--- config.mk ---
export PLATFORM = sky130hd
export DESIGN_NAME = xbus_ctl
export DESIGN_NICKNAME = d
export VERILOG_FILES = /design/src/rtl/xbus_pkg.sv /design/src/rtl/xbus_seq.sv /design/src/rtl/xbus_lane.sv /design/src/rtl/xbus_strobe.sv /design/src/rtl/xbus_ctl.sv
export SDC_FILE = /design/constraint.sdc
export NUM_CORES = 1
export LEC_CHECK = 0
export BUFFER_PORTS_ARGS = -buffer_cell sky130_fd_sc_hd__buf_2
export CORE_ASPECT_RATIO = 1.4
export CORE_MARGIN = 5
export CORE_UTILIZATION = 35
export CTS_CLUSTER_DIAMETER = 200
export DETAILED_ROUTE_END_ITERATION = 7
export GPL_ROUTABILITY_DRIVEN = 0
export PLACE_DENSITY = 0.66
export REMOVE_ABC_BUFFERS = 1
export SLEW_MARGIN = 20
export SYNTH_ARGS = -nofsm -noshare
export SYNTH_HDL_FRONTEND = slang
export SYNTH_SLANG_ARGS = --single-unit
--- constraint.sdc ---
create_clock -name clk -period 2.2 [get_ports clk]
set_input_delay 0.11 -clock clk [delete_from_list [all_inputs] [get_ports clk]]
set_output_delay 0.11 -clock clk [all_outputs]
set_load 0.005 [all_outputs]
--- src/rtl/xbus_pkg.sv ---
package xbus_pkg;

    // Bus sequencer states; ADDR..FIN is one bus cycle
    typedef enum logic [2:0] {
        ST_IDLE  = 3'd0,
        ST_SYNC  = 3'd1,
        ST_ADDR  = 3'd2,
        ST_STRB1 = 3'd3,
        ST_WAITH = 3'd4,
        ST_WAITL = 3'd5,
        ST_STRB2 = 3'd6,
        ST_FIN   = 3'd7
    } bus_state_e;

    // Decoded phase flags shared by the datapath and the strobe generator
    typedef struct packed {
        logic addr_ph;   // first period: address on the lines
        logic strb_ph;   // strobe window incl. waits
        logic fin_ph;    // final release period
        logic capture;   // last strobe period: read data sampled at its end
        logic active;    // any period of a bus cycle
    } bus_phase_t;

endpackage

--- src/rtl/xbus_seq.sv ---
module xbus_seq
    import xbus_pkg::*;
(
    input  logic       clk,
    input  logic       rst_n,
    input  logic       req_i,
    input  logic       ready_i,
    input  logic       more_i,
    output bus_phase_t phase_o,
    output logic       accept_o,
    output logic       done_o,
    output logic       clkout_o
);

    bus_state_e state_q, state_d;
    logic       clk_ph_q;

    // state register and clock-out divider
    always_ff @(posedge clk or negedge rst_n) begin
        if (!rst_n) begin
            state_q  <= ST_IDLE;
            clk_ph_q <= 1'b0;
        end else begin
            state_q  <= state_d;
            clk_ph_q <= ~clk_ph_q;
        end
    end

    // next-state decision
    always_comb begin
        state_d = state_q;
        unique case (state_q)
            ST_IDLE:  if (req_i) state_d = clk_ph_q ? ST_SYNC : ST_ADDR;
            ST_SYNC:  state_d = ST_ADDR;
            ST_ADDR:  state_d = ST_STRB1;
            ST_STRB1: state_d = ready_i ? ST_STRB2 : ST_WAITH;
            ST_WAITH: state_d = ST_WAITL;
            ST_WAITL: state_d = ready_i ? ST_STRB2 : ST_WAITH;
            ST_STRB2: state_d = ST_FIN;
            ST_FIN:   state_d = more_i ? ST_ADDR : ST_IDLE;
            default:  state_d = ST_IDLE;
        endcase
    end

    // output decode
    always_comb begin
        phase_o  = '0;
        accept_o = 1'b0;
        done_o   = 1'b0;
        unique case (state_q)
            ST_IDLE:  accept_o = req_i;
            ST_SYNC:  ;
            ST_ADDR:  begin phase_o.addr_ph = 1'b1; phase_o.active = 1'b1; end
            ST_STRB1,
            ST_WAITH,
            ST_WAITL: begin phase_o.strb_ph = 1'b1; phase_o.active = 1'b1; end
            ST_STRB2: begin
                phase_o.strb_ph = 1'b1;
                phase_o.capture = 1'b1;
                phase_o.active  = 1'b1;
            end
            ST_FIN:   begin
                phase_o.fin_ph = 1'b1;
                phase_o.active = 1'b1;
                done_o         = ~more_i;
            end
            default:  ;
        endcase
    end

    assign clkout_o = clk_ph_q;

    AST_ADDR_CLK_HIGH: assert property (@(posedge clk) disable iff (!rst_n)
        (state_q == ST_ADDR) |-> clkout_o);

    AST_WAIT_PAIRED: assert property (@(posedge clk) disable iff (!rst_n)
        (state_q == ST_WAITH) |=> (state_q == ST_WAITL));

    AST_DONE_SINGLE: assert property (@(posedge clk) disable iff (!rst_n)
        done_o |=> !done_o);

endmodule

--- src/rtl/xbus_lane.sv ---
module xbus_lane
    import xbus_pkg::*;
#(
    parameter int BUS_W = 16
) (
    input  logic               clk,
    input  logic               rst_n,
    input  bus_phase_t         phase_i,
    input  logic               accept_i,
    input  logic               cfg_dyn_width_i,
    input  logic               cfg_wide_i,
    input  logic               width_i,
    input  logic               req_write_i,
    input  logic               req_fetch_i,
    input  logic [BUS_W-2:0]   req_word_i,
    input  logic [1:0]         req_be_i,
    input  logic [BUS_W-1:0]   req_wdata_i,
    input  logic [BUS_W-1:0]   ad_in_i,
    output logic [BUS_W-1:0]   ad_out_o,
    output logic               ad_oe_o,
    output logic [BUS_W-1:0]   rdata_o,
    output logic               more_o,
    output logic               lane_lo_o,
    output logic               lane_hi_o,
    output logic               write_o,
    output logic               fetch_o
);

    localparam int LANES  = 2;
    localparam int BYTE_W = BUS_W / LANES;

    logic [BUS_W-2:0] word_q;
    logic [BUS_W-1:0] wdata_q;
    logic [1:0]       be_q;
    logic             write_q, fetch_q, narrow_q, second_q;
    logic             cyc_a0;
    logic [BUS_W-1:0] data_word;

    always_ff @(posedge clk or negedge rst_n) begin
        if (!rst_n) begin
            word_q   <= '0;
            wdata_q  <= '0;
            be_q     <= '0;
            write_q  <= 1'b0;
            fetch_q  <= 1'b0;
            narrow_q <= 1'b0;
            second_q <= 1'b0;
        end else begin
            if (accept_i) begin
                word_q   <= req_word_i;
                wdata_q  <= req_wdata_i;
                be_q     <= req_be_i;
                write_q  <= req_write_i;
                fetch_q  <= req_fetch_i;
                second_q <= 1'b0;
            end
            if (phase_i.addr_ph)
                narrow_q <= second_q ? 1'b1
                          : (cfg_dyn_width_i ? ~width_i : ~cfg_wide_i);
            if (phase_i.fin_ph && more_o)
                second_q <= 1'b1;
        end
    end

    // byte address bit 0 of the current cycle
    assign cyc_a0    = second_q | (be_q == 2'b10);
    assign more_o    = narrow_q & (be_q == 2'b11) & ~second_q;
    assign lane_lo_o = narrow_q ? ~cyc_a0 : be_q[0];
    assign lane_hi_o = narrow_q ?  cyc_a0 : be_q[1];
    assign write_o   = write_q;
    assign fetch_o   = fetch_q;

    // the byte an 8-bit cycle needs always sits on the low lane
    assign data_word = cyc_a0 ? {wdata_q[BUS_W-1 -: BYTE_W], wdata_q[BUS_W-1 -: BYTE_W]}
                              : wdata_q;

    always_comb begin
        ad_out_o = '0;
        ad_oe_o  = 1'b0;
        if (phase_i.addr_ph) begin
            ad_out_o = {word_q, cyc_a0};
            ad_oe_o  = 1'b1;
        end else if ((phase_i.strb_ph || phase_i.fin_ph) && write_q) begin
            ad_out_o = data_word;
            ad_oe_o  = 1'b1;
        end
    end

    // per-lane read capture
    for (genvar L = 0; L < LANES; L++) begin : g_lane
        logic              take;
        logic [BYTE_W-1:0] byte_q;
        assign take = narrow_q ? (cyc_a0 == (L == 1)) : be_q[L];
        always_ff @(posedge clk or negedge rst_n) begin
            if (!rst_n)
                byte_q <= '0;
            else if (accept_i)
                byte_q <= '0;
            else if (phase_i.capture && !write_q && take)
                byte_q <= narrow_q ? ad_in_i[BYTE_W-1:0] : ad_in_i[L*BYTE_W +: BYTE_W];
        end
        assign rdata_o[L*BYTE_W +: BYTE_W] = byte_q;
    end

    AST_WIDTH_HELD: assert property (@(posedge clk) disable iff (!rst_n)
        phase_i.strb_ph |=> (phase_i.strb_ph ? $stable(narrow_q) : 1'b1));

    AST_SPLIT_ONLY_WORD: assert property (@(posedge clk) disable iff (!rst_n)
        $rose(second_q) |-> (narrow_q && be_q == 2'b11));

    AST_BUSY_HOLDS_REQ: assert property (@(posedge clk) disable iff (!rst_n)
        (phase_i.strb_ph && !accept_i) |=> ($stable(word_q) && $stable(write_q)));

endmodule

--- src/rtl/xbus_strobe.sv ---
module xbus_strobe
    import xbus_pkg::*;
(
    input  logic       clk,
    input  logic       rst_n,
    input  bus_phase_t phase_i,
    input  logic       cfg_adv_level_i,
    input  logic       cfg_wr_split_i,
    input  logic       write_i,
    input  logic       fetch_i,
    input  logic       lane_lo_i,
    input  logic       lane_hi_i,
    output logic       ale_o,
    output logic       rd_n_o,
    output logic       wr_lo_n_o,
    output logic       wr_hi_n_o,
    output logic       inst_o
);

    logic wr_win, rd_win;

    assign wr_win = phase_i.strb_ph &  write_i;
    assign rd_win = phase_i.strb_ph & ~write_i;

    always_comb begin
        ale_o     = cfg_adv_level_i ? ~(phase_i.addr_ph | phase_i.strb_ph)
                                    :    phase_i.addr_ph;
        rd_n_o    = ~rd_win;
        wr_lo_n_o = ~(wr_win & (cfg_wr_split_i ? lane_lo_i : 1'b1));
        wr_hi_n_o = ~(wr_win & lane_hi_i);
        inst_o    = phase_i.active & fetch_i;
    end

    AST_RD_WR_EXCLUSIVE: assert property (@(posedge clk) disable iff (!rst_n)
        !(!rd_n_o && (!wr_lo_n_o || !wr_hi_n_o)));

    AST_STROBES_IDLE: assert property (@(posedge clk) disable iff (!rst_n)
        !phase_i.active |-> (rd_n_o && wr_lo_n_o && wr_hi_n_o && !inst_o));

endmodule

--- src/rtl/xbus_ctl.sv ---
module xbus_ctl
    import xbus_pkg::*;
#(
    parameter int BUS_W = 16
) (
    input  logic             clk,
    input  logic             rst_n,
    input  logic             cfg_dyn_width_i,
    input  logic             cfg_wide_i,
    input  logic             cfg_adv_level_i,
    input  logic             cfg_wr_split_i,
    input  logic             req_i,
    input  logic             req_write_i,
    input  logic             req_fetch_i,
    input  logic [BUS_W-2:0] req_word_i,
    input  logic [1:0]       req_be_i,
    input  logic [BUS_W-1:0] req_wdata_i,
    output logic [BUS_W-1:0] rdata_o,
    output logic             done_o,
    output logic             clkout_o,
    output logic             ale_o,
    output logic             rd_n_o,
    output logic             wr_lo_n_o,
    output logic             wr_hi_n_o,
    output logic             inst_o,
    output logic [BUS_W-1:0] ad_out_o,
    output logic             ad_oe_o,
    input  logic [BUS_W-1:0] ad_in_i,
    input  logic             ready_i,
    input  logic             width_i
);

    bus_phase_t phase;
    logic       accept, more, lane_lo, lane_hi, cur_write, cur_fetch;

    xbus_seq u_seq (
        .clk      (clk),
        .rst_n    (rst_n),
        .req_i    (req_i),
        .ready_i  (ready_i),
        .more_i   (more),
        .phase_o  (phase),
        .accept_o (accept),
        .done_o   (done_o),
        .clkout_o (clkout_o)
    );

    xbus_lane #(.BUS_W(BUS_W)) u_lane (
        .clk             (clk),
        .rst_n           (rst_n),
        .phase_i         (phase),
        .accept_i        (accept),
        .cfg_dyn_width_i (cfg_dyn_width_i),
        .cfg_wide_i      (cfg_wide_i),
        .width_i         (width_i),
        .req_write_i     (req_write_i),
        .req_fetch_i     (req_fetch_i),
        .req_word_i      (req_word_i),
        .req_be_i        (req_be_i),
        .req_wdata_i     (req_wdata_i),
        .ad_in_i         (ad_in_i),
        .ad_out_o        (ad_out_o),
        .ad_oe_o         (ad_oe_o),
        .rdata_o         (rdata_o),
        .more_o          (more),
        .lane_lo_o       (lane_lo),
        .lane_hi_o       (lane_hi),
        .write_o         (cur_write),
        .fetch_o         (cur_fetch)
    );

    xbus_strobe u_strobe (
        .clk             (clk),
        .rst_n           (rst_n),
        .phase_i         (phase),
        .cfg_adv_level_i (cfg_adv_level_i),
        .cfg_wr_split_i  (cfg_wr_split_i),
        .write_i         (cur_write),
        .fetch_i         (cur_fetch),
        .lane_lo_i       (lane_lo),
        .lane_hi_i       (lane_hi),
        .ale_o           (ale_o),
        .rd_n_o          (rd_n_o),
        .wr_lo_n_o       (wr_lo_n_o),
        .wr_hi_n_o       (wr_hi_n_o),
        .inst_o          (inst_o)
    );

endmodule

==> impl_metrics.toml, run 1 <==
[placement]
dp.final_hpwl_mm = 5.07
io_buffers = 99
place_ws_ns = 0.537

[drt]
totalWireLength_mm = 7.21
drtAntennaViolNets = 0
dr_total_vias = 2543
detailedRoute.firstPassIterationCount = 6
drt-initial-drc-count = 64
drt-wirelength-per-cell_um = 13.2
number_of_drc_violations_after_detailed_routing = 0
vias_per_cell = 4.65

[yosys]
synth_area_um2 = 2770
yosys_register_bits = 57
syn_area_per_cell_um2 = 9.10
synth_cell_type_count = 35
yosys-top-cells-area = "sky130_fd_sc_hd__dfrtp_1 (52%), sky130_fd_sc_hd__nand2_1 (18%), sky130_fd_sc_hd__mux2i_1 (8.7%)"
ys_warn_count = 0
synthesized_instance_count = 304
seq_area_frac_synth_pct = 51.6
synth_top_area_share_pct = 51.6
synth_area_leader_cell = "sky130_fd_sc_hd__dfrtp_1"

[die]
floorplan_die_width_um = 85.1
initial_utilization_pct = 35.7
ioPinCount = 100
core-area_um2 = 7750
die_height_um = 115
rows = 38
dieArea_um2 = 9800

[power]
vdd_ir_drop_max_mv = 0.545
swShare_pct = 38.1
power.total_mw = 4.92
total_switching_power_mw = 1.87
leakagePower_nw = 2.15
power_density_over_the_cells_nw_per_um2 = 1260
clock_power_share_pct = 19.5
share_comb_of_total_power_pct = 41.7
p_seq_share_pct = 38.8
cell_internal_pwr_mw = 3.04

[worst_setup_path]
reg2reg_depth = 4
critPathRequiredTime_ns = 2.09
timing.critical_path.slowest_cell_delay_ns = 0.51
critPathMaxFanout = 12
cp.buffers_inverters = 1
crit_path_cell_trace = "and2_1, o21a_4, nand4_1, o211ai_1, buf_2"
worst_path_dominant_cell_family = "flip-flops"
rrSetupSlack_ns = 0.53
worstReg2RegStart = "u_seq.state_q[2]"
timing.setup.critical_path_class = "flop to primary output"
worst_ep_arrival_time_ns = 1.85
critPathSlowestCell = "sky130_fd_sc_hd__dfrtp_1"
destination_of_the_worst_register_to_register_timing_path = "u_lane.g_lane[0].byte_q[2]"
cp_num_cells = 5
worst_setup_path_end_kind = "primary output"
critPathLaunchType = "flop"

[hold_path]
worstHoldPathType = "input pin to flop"
whs_path_depth = 3
hp-start = "ad_in_i[4]"
holdPathEnd = "u_lane.g_lane[0].byte_q[4]"

[global_route]
grt_pass1_vias = 2553
groute.usage.overall_pct = 15.3
grt_max_degree = 38
grt_antenna_before_repair = 0
grt_remaining_overflow = 0
first_pass_grt_wire_length_mm = 11.8

[sta]
fin_ws_ns = 0.243
max_freq_mhz = 511
final.setup.tns_ns = 0
final-hold-violation-count = 0
worst_slew_slack_as_a_fraction_of_its_limit_pct = 51.3
timing.final.max_slew_violations = 0
tightestPinTransition_ns = 0.730
timing.final.crit_share_pct = 89.0
grt_setup_unrepaired = "false"
final_count_of_negative_setup_slack_endpoints = 0
fin_worst_skew_ns = 0.00565
finalCriticalPeriod_ns = 1.96

[cells_and_area]
antenna_diode_count = 0
drive_gt1_share_pct = 29.1
mostFrequentLayoutCells = "sky130_fd_sc_hd__nand2_1 (129), sky130_fd_sc_hd__buf_2 (99), sky130_fd_sc_hd__dfrtp_1 (57), sky130_fd_sc_hd__dlygate4sd3_1 (36), sky130_fd_sc_hd__mux2i_1 (24)"
nNetsFinal = 502
final_common_cell = "sky130_fd_sc_hd__nand2_1"
syn_to_final_growth_pct = 40.8

[cts]
tritoncts_clock_tree = "built"
cts.root.buffer_cell = "sky130_fd_sc_hd__clkbuf_8"
numCtsBuffers = 9
tritoncts_num_sinks = 57
clk_path_buf_depth = 2
clk_pin_slew_worst_paths_ns = 0.07
number_of_setup_buffers_added_after_cts = 0
cts.htree.levels = 3
cts_resized = 0
clock_latency_ns = 0.33

[run_status]
status = "completed"

[flow_run]
timing.max_cap.violations = 0
==> power by group through the flow <==
stage / sequential [mW] / clock [mW] / combinational (mW)
global placement: 1.91 / 0 / 2.01
global route: 1.98 / 1.02 / 2.33
CTS: 1.91 / 0.989 / 2.10
finish: 1.91 / 0.957 / 2.05
floorplan: 1.89 / 0 / 1.22
detailed placement: 1.93 / 0 / 2.04
==> cell type report <==
cell class                 instances  area, um2
clock inverter                     5       55.1
fill                             740       3860
inverter                          11       41.3
timing repair buffer             142        908
tap                              100        125
clock buffer                      11        141
multi-input combinational        221       1190
sequential                        57       1430
==> Yosys cell counts (all sizes together) <==
master	instances
xor2	1
mux2i	24
o22ai	1
a21oi	3
nand3b	2
o211ai	2
buf	12
nand4	1
nand2b	2
nand2	130
nand4b	1
nand3	10
and2	1
nor2	3
clkbuf	3
a22o	9
and3	1
and4bb	1
nor2b	3
o21a	1
a2bb2oi	1
inv	11
o21ai	21
nor4b	1
or2	1
mux2	1
dfrtp	57
==> worst max path at each step <==
stage                     startpoint                          to  slack [ns]
global route        u_seq.state_q[0]                 ad_out_o[0]        0.05
floorplan           u_seq.state_q[2]  u_lane.g_lane[0].byte_q[0]        0.06
finish              u_seq.state_q[0]                 ad_out_o[0]        0.24
detailed placement  u_seq.state_q[2]  u_lane.g_lane[0].byte_q[2]        0.54
global placement    u_seq.state_q[2]  u_lane.g_lane[0].byte_q[0]        0.59
CTS                 u_seq.state_q[1]                     ad_oe_o        0.23
==> sequential cells by signal (all words and copies together) (netlist names) <==
name,count
u_lane.g_lane.byte_q,16
u_lane.wdata_q,16
u_lane.word_q,15
u_seq.state_q,3
u_lane.be_q,2
u_lane.fetch_o,1
u_lane.narrow_q,1
u_lane.second_q,1
u_lane.write_o,1
u_seq.clkout_o,1
==> what timing repair did <==
item                                   in CTS  in global routing
setup endpoints to repair                   0                  0
endpoints found under the hold margin      65                  0
hold buffers                               36                  0
==> through the flow <==
stage / hold slack, ns / instances / cell area, um2 / util [%]
detailed placement: 0.210 / 495 / 3340 / 43.0
finish: 0.0184 / 547 / 3890 / 50.2
floorplan: -0.186 / 289 / 2660 / -
global route: 0.00283 / 547 / 3890 / 50.2
CTS: 0.00489 / 547 / 3890 / 50.2
global placement: 0.213 / 495 / 3340 / 43.0
==> per-layer routing <==
metal	GRT usage (%)	vias up	routed length, um
li1	-	1273	-
met1	17.2	1164	2880
met2	26.1	84	3630
met3	4.73	22	484
met4	7.50	0	215
met5	0	-	0
==> worst register-to-register path, cell delays in order (launching register included) <==
cell and delay, ns:
sky130_fd_sc_hd__dfrtp_1 0.66, sky130_fd_sc_hd__and4bb_1 0.33, sky130_fd_sc_hd__o211ai_2 0.29, sky130_fd_sc_hd__nand3_1 0.17
sky130_fd_sc_hd__o21ai_1 0.08
==> logic make-up (layout without fill, tap and decap cells) <==
family                 count (synthesis)  count (layout)  share of synthesized area, %
XOR/XNOR                               1               1                         0.317
AND/OR/NAND/NOR                      157             157                          24.3
flip-flops                            57              57                          51.6
buffers and inverters                 26             169                          5.20
AO/OA/AOI/OAI                         38              38                          9.55
multiplexers                          25              25                          9.09
No activity file was read; power rests on OpenSTA's default activity.
==> run 2: changes to the inputs <==
- BUFFER_PORTS_ARGS: -buffer_cell sky130_fd_sc_hd__buf_2 -> -buffer_cell sky130_fd_sc_hd__clkbuf_2
==> impl_metrics.toml, run 2 (synthesis gave the netlist of run 1 again) <==
[global_route]
first_pass_grt_wire_length_mm = 12.5
grt_max_degree = 58
grt_remaining_overflow = 0
groute.usage.overall_pct = 16.4
grt_antenna_before_repair = 0
grt_pass1_vias = 2646

[die]
initial_utilization_pct = 35.7
die_height_um = 115
ioPinCount = 100
rows = 38
core-area_um2 = 7750
dieArea_um2 = 9800
floorplan_die_width_um = 85.1

[sta]
final-hold-violation-count = 0
final_count_of_negative_setup_slack_endpoints = 0
timing.final.crit_share_pct = 88.8
final.setup.tns_ns = 0
fin_worst_skew_ns = 0.00652
worst_slew_slack_as_a_fraction_of_its_limit_pct = 50.5
finalCriticalPeriod_ns = 1.95
timing.final.max_slew_violations = 0
grt_setup_unrepaired = "false"
max_freq_mhz = 512
tightestPinTransition_ns = 0.742

[worst_setup_path]
critPathMaxFanout = 12
worst_setup_path_end_kind = "primary output"
critPathLaunchType = "flop"
rrSetupSlack_ns = 0.54
worst_ep_arrival_time_ns = 1.84
critPathRequiredTime_ns = 2.09
reg2reg_depth = 5
worstSetupEndpoint = "ad_out_o[0]"
destination_of_the_worst_register_to_register_timing_path = "u_lane.g_lane[1].byte_q[2]"
timing.setup.critical_path_class = "flop to primary output"
timing.critical_path.from = "u_seq.state_q[0]"
worstReg2RegStart = "u_seq.state_q[2]"

[cts]
cts.htree.levels = 3
clock_latency_ns = 0.33
tritoncts_clock_tree = "built"
numCtsBuffers = 9
cts.root.buffer_cell = "sky130_fd_sc_hd__clkbuf_8"
number_of_setup_buffers_added_after_cts = 0
clk_pin_slew_worst_paths_ns = 0.06
tritoncts_num_sinks = 57
clk_path_buf_depth = 2

[power]
power_density_over_the_cells_nw_per_um2 = 1260
vdd_ir_drop_max_mv = 0.554
leakagePower_nw = 2.18
power.total_mw = 4.97

[flow_run]
timing.max_cap.violations = 0

[hold_path]
hp-start = "ad_in_i[6]"
worstHoldPathType = "input pin to flop"

[run_status]
status = "completed"

[cells_and_area]
mostFrequentLayoutCells = "sky130_fd_sc_hd__nand2_1 (129), sky130_fd_sc_hd__clkbuf_2 (99), sky130_fd_sc_hd__dfrtp_1 (57), sky130_fd_sc_hd__dlygate4sd3_1 (42), sky130_fd_sc_hd__mux2i_1 (24)"
nNetsFinal = 508
drive_gt1_share_pct = 28.5
fillCellCount = 750
antenna_diode_count = 0
layout.cell_area.non_filler_um2 = 3950
final_common_cell = "sky130_fd_sc_hd__nand2_1"
final_cells = 552
largest_registers = "u_lane.g_lane.byte_q (16), u_lane.wdata_q (16), u_lane.word_q (15)"
syn_to_final_growth_pct = 42.9

[drt]
drtAntennaViolNets = 0
number_of_drc_violations_after_detailed_routing = 0
dr_total_vias = 2569
totalWireLength_mm = 7.60
drt-initial-drc-count = 66
detailedRoute.firstPassIterationCount = 4
drt-wirelength-per-cell_um = 13.8
vias_per_cell = 4.65

[placement]
dp.final_hpwl_mm = 5.07
placed_cells = 495
placed_area_um2 = 3340
io_buffers = 99
[run 2: critical path, cell delays in order (launching register included)]
cell,delay [ns]
sky130_fd_sc_hd__dfrtp_1,0.49
sky130_fd_sc_hd__and2_1,0.32
sky130_fd_sc_hd__o21a_4,0.28
sky130_fd_sc_hd__nand4_1,0.12
sky130_fd_sc_hd__o211ai_1,0.15
sky130_fd_sc_hd__clkbuf_2,0.16
[run 2: worst min-delay path by stage]
stage	to	depth (start not counted)
after floorplan	u_lane.be_q[0]	0
after global placement	u_lane.wdata_q[11]	3
after detailed placement	u_lane.word_q[8]	3
after CTS	u_lane.g_lane[0].byte_q[1]	3
after global routing	u_lane.g_lane[0].byte_q[6]	3
final	u_lane.g_lane[0].byte_q[6]	3
[run 2: per-layer routing]
| metal | wire (um) | track usage, % |
|---|---|---|
| met2 | 4010 | 29.9 |
| met3 | 519 | 4.16 |
| met1 | 2990 | 18.3 |
| met4 | 80 | 5.70 |
| met5 | 0 | 0 |
[run 2: per-stage QoR]
step | setup WS [ns] | hold WS [ns] | utilization, %
floorplan | 0.0561 | -0.186 | -
global placement | 0.596 | 0.300 | 43.0
detailed placement | 0.545 | 0.303 | 43.0
CTS | 0.245 | 0.000403 | 51.0
global route | 0.0848 | 0.0148 | 51.0
finish | 0.247 | 0.0202 | 51.0
[run 2: repair_timing]
action / in CTS / in global routing
resized for setup: 0 / 0
hold endpoints to repair: 98 / 0
hold buffers: 42 / 0
[run 2: area by class of cell]
cell class,instances,area [um2],area share (%)
flip-flops and latches,57,1430,36.1
repair buffers,148,968,24.5
clock buffers,12,155,3.93
multi-input cells,221,1190,30.2
well taps,100,125,3.17
clock inverters,3,40.0,1.01
inverters,11,41.3,1.04
[run 2: where the power goes]
part / internal, mW / switching, mW / total (mW)
clock: 0.575 / 0.397 / 0.972
combinational: 0.966 / 1.11 / 2.08
sequential: 1.53 / 0.384 / 1.92
total: 3.07 / 1.89 / 4.97
==> run 3: changes to the inputs <==
- SETUP_SLACK_MARGIN: unset -> 0.4
==> impl_metrics.toml, run 3 (synthesis gave the netlist of run 1 again) <==
[cts]
tritoncts_clock_tree = "built"
clock_latency_ns = 0.33
cts.root.buffer_cell = "sky130_fd_sc_hd__clkbuf_8"
numCtsBuffers = 9
tritoncts_num_sinks = 57
cts.htree.levels = 3
clk_path_buf_depth = 2
clk_pin_slew_worst_paths_ns = 0.06

[worst_setup_path]
worst_ep_arrival_time_ns = 1.59
critPathMaxFanout = 6
worstReg2RegStart = "u_seq.state_q[1]"
timing.setup.critical_path_class = "flop to primary output"
worst_setup_path_end_kind = "primary output"
timing.critical_path.from = "u_seq.state_q[0]"
critPathLaunchType = "flop"
critPathRequiredTime_ns = 2.09

[sta]
final.setup.tns_ns = 0
max_freq_mhz = 587
final-hold-violation-count = 0
fin_worst_skew_ns = 0.00683
final_count_of_negative_setup_slack_endpoints = 0
grt_setup_unrepaired = "false"
finalCriticalPeriod_ns = 1.70
timing.final.crit_share_pct = 77.5
finalHoldWorstSlack_ns = 0.0171
tightestPinTransition_ns = 0.743
worst_slew_slack_as_a_fraction_of_its_limit_pct = 50.5
timing.final.max_slew_violations = 0

[global_route]
grt_antenna_before_repair = 0
first_pass_grt_wire_length_mm = 12.7
groute.usage.overall_pct = 16.7
grt_remaining_overflow = 0
grt_pass1_vias = 2669
grt_max_degree = 58

[power]
p_seq_share_pct = 37.0
share_comb_of_total_power_pct = 44.5
clock_power_share_pct = 18.5
power_density_over_the_cells_nw_per_um2 = 1290
cell_internal_pwr_mw = 3.26
vdd_ir_drop_max_mv = 0.561
swShare_pct = 37.9
total_switching_power_mw = 1.99
leakagePower_nw = 2.24

[die]
core-area_um2 = 7750
initial_utilization_pct = 35.7
rows = 38
die_height_um = 115
ioPinCount = 100
dieArea_um2 = 9800
floorplan_die_width_um = 85.1

[cells_and_area]
drive_gt1_share_pct = 31.4
mostFrequentLayoutCells = "sky130_fd_sc_hd__nand2_1 (129), sky130_fd_sc_hd__clkbuf_2 (98), sky130_fd_sc_hd__dfrtp_1 (54), sky130_fd_sc_hd__dlygate4sd3_1 (42), sky130_fd_sc_hd__mux2i_1 (24)"
largest_registers = "u_lane.g_lane.byte_q (16), u_lane.wdata_q (16), u_lane.word_q (15)"
final_common_cell = "sky130_fd_sc_hd__nand2_1"
nNetsFinal = 518
syn_to_final_growth_pct = 47.4
antenna_diode_count = 0

[drt]
drt-initial-drc-count = 58
drt-wirelength-per-cell_um = 14.1
number_of_drc_violations_after_detailed_routing = 0
detailedRoute.firstPassIterationCount = 4
totalWireLength_mm = 7.93
drtAntennaViolNets = 0
dr_total_vias = 2608
vias_per_cell = 4.64

[placement]
io_buffers = 99
dp.final_hpwl_mm = 5.07

[hold_path]
hp-start = "ad_in_i[6]"
worstHoldPathType = "input pin to flop"

[flow_run]
timing.max_cap.violations = 0

[run_status]
status = "completed"
run 3: cell types whose count changed in the layout (fill, tap and decap cells not counted), sizes merged:
cell,before,now
buf,7,16
o21a,1,2
run 3: worst paths after layout:
path | slack, ns | cells after the start | endpoint
setup / recovery | 0.50 | 5 | ad_out_o[0]
hold / removal | 0.02 | 3 | u_lane.g_lane[0].byte_q[6]
setup reg to reg | 0.64 | 6 | u_lane.g_lane[0].byte_q[1]
hold reg to reg | 0.47 | 2 | u_lane.fetch_o
max in group asynchronous | 1.18 | 3 | u_seq.state_q[2]
min in group asynchronous | 0.47 | 3 | u_lane.g_lane[1].byte_q[2]
run 3: metrics by stage:
stage / power, mW / util (%) / worst slack (ns) / cell area [um2] / instances
2_1_floorplan: 3.11 / - / 0.0561 / 2660 / 289
3_3_place_gp: 3.93 / 43.0 / 0.596 / 3340 / 495
3_5_place_dp: 3.99 / 43.0 / 0.545 / 3340 / 495
4_1_cts: 5.18 / 51.6 / 0.402 / 4000 / 555
5_1_grt: 5.69 / 52.6 / 0.407 / 4080 / 562
6_report: 5.26 / 52.6 / 0.496 / 4080 / 562
run 3: repair_timing:
action	CTS	global route
buffers inserted	2	6
gates resized for setup	6	8
gates cloned	1	1
endpoints found under the hold margin	98	0
pin swaps	1	2
hold buffers	42	0
endpoints found under the setup margin	17	16
run 3: layout make-up:
type,instances,area (um2)
fillers,735,3670
flip-flops and latches,57,1430
multi-input cells,222,1230
repair buffers,157,1050
clock buffers,12,155
well taps,100,125
inverters,11,41.3
clock inverters,3,40.0
run 3: layer usage:
layer	share of wire (%)	GRT usage [%]	up-vias
met4	0.66	5.70	0
met3	5.9	4.16	5
met5	0	0	-
met2	53	30.4	69
li1	-	-	1305
met1	40	18.9	1229
run 3: worst max-delay path, stage by stage, from the launching register on:
cell and delay, ns:
sky130_fd_sc_hd__dfrtp_2 0.45, sky130_fd_sc_hd__and2_4 0.21, sky130_fd_sc_hd__o21a_2 0.25, sky130_fd_sc_hd__nand4_1 0.10, sky130_fd_sc_hd__o211ai_1 0.11, sky130_fd_sc_hd__buf_2 0.15
run 3: power groups by stage:
stage	registers, mW	logic [mW]	clock network (mW)
global route	2.01	2.63	1.05
detailed placement	1.93	2.06	0
global placement	1.91	2.01	0
finish	1.94	2.34	0.974
floorplan	1.89	1.22	0
CTS	1.94	2.23	1.01
